==> config.mk <==
export PLATFORM = sky130hd
export DESIGN_NAME = adc_seq_ctrl
export DESIGN_NICKNAME = d
export VERILOG_FILES = /design/src/rtl/adc_seq_ctrl.sv
export SDC_FILE = /design/constraint.sdc
export NUM_CORES = 1
export LEC_CHECK = 0
export BUFFER_PORTS_ARGS = -buffer_cell sky130_fd_sc_hd__buf_2
export CAP_MARGIN = 20
export CORE_ASPECT_RATIO = 1.5
export CORE_MARGIN = 3
export CORE_UTILIZATION = 45
export CTS_BUF_LIST = sky130_fd_sc_hd__clkbuf_8 sky130_fd_sc_hd__clkbuf_16
export CTS_CLUSTER_SIZE = 24
export DETAILED_ROUTE_END_ITERATION = 12
export PLACE_DENSITY = 0.73
export SYNTH_ARGS = -nofsm -noshare
export SYNTH_HDL_FRONTEND = slang
export SYNTH_SLANG_ARGS = --single-unit
export TNS_END_PERCENT = 30
==> constraint.sdc <==
create_clock -name clk -period 3.6 [get_ports clk]
set_clock_uncertainty 0.05 [all_clocks]
set_input_delay 0.36 -clock clk [delete_from_list [all_inputs] [get_ports clk]]
set_output_delay 0.36 -clock clk [all_outputs]
set_load 0.05 [all_outputs]
==> src/rtl/adc_seq_ctrl.sv <==
module adc_seq_ctrl #(
  parameter int RES_W     = 10,
  parameter int NORM_CLKS = 13,
  parameter int INIT_CLKS = 25
) (
  input  logic             clk,
  input  logic             rst_n,
  input  logic             wr_en,
  input  logic [7:0]       wr_data,
  input  logic             trig,
  input  logic             irq_ack,
  input  logic [RES_W-1:0] conv_data,
  output logic [7:0]       csr,
  output logic [RES_W-1:0] result,
  output logic             cclk_en,
  output logic             conv_done,
  output logic             irq
);
  localparam int CCW = $clog2(INIT_CLKS > NORM_CLKS ? INIT_CLKS : NORM_CLKS);

  logic           start_q, auto_q, flag_q, ie_q, init_done, trig_d;
  logic [2:0]     ps_q;
  logic [6:0]     dcnt, dlast;
  logic [7:0]     divf;
  logic [CCW-1:0] cc, last;
  logic           ps_chg, go, fin;

  assign divf    = 8'd1 << ((ps_q == 3'd0) ? 3'd1 : ps_q);
  assign dlast   = 7'(divf - 8'd1);
  assign cclk_en = (dcnt == dlast);
  assign ps_chg  = wr_en && (wr_data[6:4] != ps_q);
  assign last    = init_done ? CCW'(NORM_CLKS - 1) : CCW'(INIT_CLKS - 1);
  assign fin     = start_q && cclk_en && (cc == last);
  assign go      = !start_q && ((wr_en && wr_data[0]) || (auto_q && trig && !trig_d));

  assign csr       = {1'b0, ps_q, ie_q, flag_q, auto_q, start_q};
  assign conv_done = fin;
  assign irq       = flag_q & ie_q;

  always_ff @(posedge clk or negedge rst_n) begin
    if (!rst_n) begin
      dcnt <= '0;
    end else if (ps_chg || cclk_en) begin
      dcnt <= '0;
    end else begin
      dcnt <= dcnt + 7'd1;
    end
  end

  always_ff @(posedge clk or negedge rst_n) begin
    if (!rst_n) begin
      start_q   <= 1'b0;
      cc        <= '0;
      init_done <= 1'b0;
      trig_d    <= 1'b0;
      result    <= '0;
    end else begin
      trig_d <= trig;
      if (fin) begin
        start_q   <= 1'b0;
        cc        <= '0;
        init_done <= 1'b1;
        result    <= conv_data;
      end else if (go) begin
        start_q <= 1'b1;
        cc      <= '0;
      end else if (start_q && cclk_en) begin
        cc <= cc + 1'b1;
      end
    end
  end

  always_ff @(posedge clk or negedge rst_n) begin
    if (!rst_n) begin
      auto_q <= 1'b0;
      ie_q   <= 1'b0;
      ps_q   <= '0;
      flag_q <= 1'b0;
    end else begin
      if (wr_en) begin
        auto_q <= wr_data[1];
        ie_q   <= wr_data[3];
        ps_q   <= wr_data[6:4];
      end
      if (fin)
        flag_q <= 1'b1;
      else if (irq_ack || (wr_en && wr_data[2]))
        flag_q <= 1'b0;
    end
  end


  div_range_chk: assert property (@(posedge clk) disable iff (!rst_n)
    dcnt <= dlast);


  seq_range_chk: assert property (@(posedge clk) disable iff (!rst_n)
    start_q |-> (cc <= last));


  done_capture_chk: assert property (@(posedge clk) disable iff (!rst_n)
    conv_done |=> (csr[2] && !csr[0] && result == $past(conv_data)));


  result_hold_chk: assert property (@(posedge clk) disable iff (!rst_n)
    !conv_done |=> $stable(result));


  zero_start_chk: assert property (@(posedge clk) disable iff (!rst_n)
    (csr[0] && !conv_done && wr_en && !wr_data[0]) |=> csr[0]);


  ack_clear_chk: assert property (@(posedge clk) disable iff (!rst_n)
    (irq_ack && !conv_done) |=> !csr[2]);
endmodule

== Word-level counts from Yosys, hierarchy flattened ==
Cells that the tools add are included.

* Bits in registers: 31
* Bits of input ports: 23
* Output and inout bits: 21
* Word-level logic and storage cells: 45

* Add/sub/neg operators: 3
* Equal/unequal tests: 3
* Shift-type cells: 1
* Mux-type cells: 10
* Bitwise logic cells: 1
* Reductions and logical operators: 17

{| class="wikitable"
|+ Operators by type and width
! cell !! number
|-
| $mux W5 || 4
|-
| $logic_and A1 B1 Y1 || 8
|-
| $add A7 B1 Y7 const B || 1
|-
| $eq A7 B7 Y1 || 1
|-
| $mux W7 || 1
|-
| $shl A1 B3 Y7 const A || 1
|-
| $sub A7 B1 Y7 const B || 1
|-
| $add A5 B1 Y5 const B || 1
|-
| $eq A5 B5 Y1 || 1
|-
| $mux W1 || 4
|-
| $reduce_bool A2 Y1 || 2
|-
| $logic_not A3 Y1 || 1
|-
| $logic_or A1 B1 Y1 || 3
|-
| $mux W3 || 1
|-
| $ne A3 B3 Y1 || 1
|-
| $reduce_bool A3 Y1 || 1
|-
| $logic_not A1 Y1 || 2
|-
| $and A1 B1 Y1 || 1
|}

== Longest topological paths before layout ==
* Depth in word-level cells: 9
* Depth in mapped cells: 10
* Gate-level depth less buffers: 7

== Worst setup path after synthesis ==
Ideal clock, no wire load.

* Path kind: register to output
* Start: register ps_q[1]
* End: output conv_done
* Arrival: 2,725 ps
* Data required time: 3,190 ps
* Path slack: 465 ps
* Stages on the path, launching flop included: 11
* Path buffers: 3
* Cell sequence: dfrtp_1 buf_4 or2_2 ha_1 xor2_1 a211oi_1 o2bb2ai_2 or3_1 buf_6 buf_12 inv_1

* Word-level cells in the longest chain between the ends: 7

{| class="wikitable"
|+ RTL lines
! element !! line !! text
|-
| start: declaration || 22 || <nowiki>logic [2:0] ps_q;</nowiki>
|-
| start signal: assignment || 83 || <nowiki>ps_q <= wr_data[6:4];</nowiki>
|-
| $logic_not A3 Y1 || 28 || <nowiki>assign divf = 8'd1 << ((ps_q == 3'd0) ? 3'd1 : ps_q);</nowiki>
|-
| $mux W3 (*) || 28 ||
|-
| $shl A1 B3 Y7 (*) || 28 ||
|-
| $sub A7 B1 Y7 (*) || 29 || <nowiki>assign dlast = 7'(divf - 8'd1);</nowiki>
|-
| $eq A7 B7 Y1 (*) || 30 || <nowiki>assign cclk_en = (dcnt == dlast);</nowiki>
|-
| $logic_and A1 B1 Y1 (*) (2 in a row) || 33 || <nowiki>assign fin = start_q && cclk_en && (cc == last);</nowiki>
|-
| end: declaration || 16 || <nowiki>output logic conv_done,</nowiki>
|}

Mark *: on every way between the ends. The rest lies on a longest branch, timed or not.

== Worst setup path in the final report ==
* Start: register ps_q[2]
* End: output conv_done

Same word-level chain as after synthesis.

==> results.md <==
* Outcome: complete, no violations
* Leakage power at 0.994 nW
* Largest net degree at the start of global routing at 32
* Final setup violation count at 0
* CTS Buffer Depth at 2
* WL per Instance at 14.0 um
* Setup tns final at 0 ns
* Placed Area at 0.00181 sq mm
* Post-cts resize count at 0
* Post-route cell area at 0.00190 sq mm
* Core outline area at 0.00345 sq mm
* Root Buffer: clkbuf_8
* Vias per cell at 5.21
* Final worst-path cycle share at 90.6%
* Final Worst Setup Slack at 0.339 ns
* Most frequent cells in the layout: 41 x buf_2, 31 x dfrtp_1, 13 x nor2_1
* Placed cells at 219
* Htree depth at 2
* Synthesized instance count at 145
* Critical Path Sink Type: output pin
* Fin crit period at 3.26 ns
* Cell Area, Synth at 0.00164 sq mm
* TritonCTS clock tree: yes
* Clk pin slew, worst setup/hold paths at 0.06 ns
* DP HPWL at 2.45 mm
* Vias at 1177
* Sink Count at 31
* DP Worst Slack at 0.643 ns
* Grt ovf at 0
* Synth top area cells: dfrtp_1 47%, mux2_2 6.9%, mux2_4 5.5%, xor2_1 4.3%, ha_1 3.1%
* Slew @ Worst Pin at 0.690 ns
* DR pass1 iterations at 4
* Final Hold Vio Count at 0
* Top FF cell, synth: dfrtp_1
* Post-Layout Cell Count at 226
* Fmax at 307 MHz
* Met1 wire length at 1.17 mm
* Share of the synthesized area in the top cell type at 47.4%
* ANT cells at 0
* WL met2 at 1.84 mm
* Startpoint Class: register
* GRT Overall Usage at 15.3%
* Number of synthesized register bits at 31
* RSZ-0062 raised after global routing: false
* Chip Width at 55.2 um
* Number of enable flip-flop cells after synthesis at 0
* DRC at 0
* Share of post-route cells with drive strength above 1 at 38.6%
* Power density cells at 451 mW/mm^2
* GPL Wtd Cong at 0.745
* Routed length on met3 at 123 um
* Antenna-violating nets left at 0
* Rel. slew slack at 54.0%
* Layout area overhead at 16.0%
* YS warnings at 0
* Die area at 0.00441 sq mm
* Net count, final at 211
* DR iter-0 viols at 20
* Total CTS buffers at 5
* Most area-hungry cell type in the Yosys netlist: dfrtp_1
* Hold_buf cts at 0
* Port Buf Inserts at 41
* Post-synthesis sequential area ratio at 47.4%
* Initial core utilization at 47.5%
* Commonest non-fill, non-tap cell in the layout: buf_2
* CP Max Fanout at 14
* Post-CTS setup repair buffer count at 0
* First-pass GRT wire length at 5.24 mm
* Mapped Nets at 172
* Routed WL at 3.17 mm
* Row count at 26
* Clk_lat worst skew at 0.28 ns
* VDD IR-drop max at 0.295 mV
* Max Cap Viol at 0
* Synth unique cells at 41
* Final Total Pwr at 0.857 mW
* CP arrival at 2.85 ns
* Hold WC Path Type: in2async
* Number of global-route vias before repair at 1187
* CP required at 3.19 ns
* Initial antenna violation count at 0
* CP Class: reg2out
* Max Transition Viols Final at 0
* Chip height at 79.9 um
* Top layer in use: met4
* Async S/R FF share, synth at 100%
* Mean Syn Cell Area at 11.3 sq um
* Number of top-level pins at 44
## state kept, by name, summed over array words and instances (netlist names)
name       count
cc             5
trig_d         1
ie_q           1
start_q        1
ps_q           3
init_done      1
result        10
flag_q         1
dcnt           7
auto_q         1
## routing by layer
layer,vias up,global-route usage [%]
met3,4,5.18
met4,0,8.27
li1,564,-
met1,584,15.5
met5,-,0
met2,25,27.3
## Yosys cell counts, types with 2 or more instances
| library cell | instances |
|---|---|
| dfrtp_1 | 31 |
| nor2_1 | 13 |
| mux2_2 | 10 |
| nand2_1 | 9 |
| xor2_1 | 8 |
| buf_4 | 6 |
| mux2_4 | 6 |
| nand3_1 | 6 |
| ha_1 | 4 |
| inv_1 | 4 |
| xnor2_1 | 4 |
| nor2b_1 | 3 |
| o21ai_0 | 3 |
| and2_1 | 2 |
| buf_6 | 2 |
| conb_1 | 2 |
| nand2b_1 | 2 |
| nand3b_1 | 2 |
| nand4_1 | 2 |
| o21a_1 | 2 |
| o21ai_1 | 2 |
| o311ai_0 | 2 |
| o31ai_1 | 2 |
## cells by family after synthesis
| logic type | Yosys count | share of synthesized area (%) |
|---|---|---|
| and+or+nand+nor | 47 | 15.1 |
| buffers and inverters | 14 | 6.50 |
| adders and majority gates | 4 | 3.06 |
| DFF | 31 | 47.4 |
| muxes | 16 | 12.4 |
| AOI/OAI and AO/OA | 19 | 8.72 |
| xor gates and xnor gates | 12 | 6.42 |
| other | 2 | 0.459 |
## per-stage QoR
| step | util, % | hold WS [ns] |
|---|---|---|
| after floorplan | - | 0.0144 |
| after global placement | 52.5 | 0.378 |
| after detailed placement | 52.5 | 0.402 |
| after CTS | 55.0 | 0.0947 |
| after global routing | 55.0 | 0.127 |
| final | 55.0 | 0.0641 |
## where the power goes
part	internal, mW	leakage (nW)	total (mW)	switching, mW
clock network	0.150	0.0470	0.271	0.121
logic	0.0751	0.538	0.173	0.0980
registers	0.377	0.409	0.413	0.0362
total	0.601	0.994	0.857	0.255
## worst max-delay path, stage by stage, from the launching register on
cell and delay, ns:
dfrtp_1 0.49, or2_2 0.34, ha_1 0.20, xor2_1 0.17, a211oi_1 0.30, o2bb2ai_2 0.17
or3_1 0.36, buf_4 0.20, inv_1 0.07, buf_2 0.25
## worst paths after layout
kind	start	to	slack [ns]	depth (start not counted)
min in group clk	trig	trig_d	0.15	1
hold / removal	rst_n	cc[4]	0.06	1
max in group asynchronous	rst_n	result[5]	2.98	1
setup / recovery	ps_q[2]	conv_done	0.34	9
hold reg to reg	init_done	init_done	0.45	1
setup reg to reg	ps_q[2]	result[8]	0.87	8
## cell type report
type | count | area, sq um
clock buffer | 6 | 82.6
clock inverter | 1 | 5.00
fill | 327 | 1550
inverter | 4 | 15.0
multi-input combinational | 100 | 754
sequential | 31 | 776
tap | 42 | 52.6
timing repair buffer | 42 | 213
(Power assumes the default switching activity.)
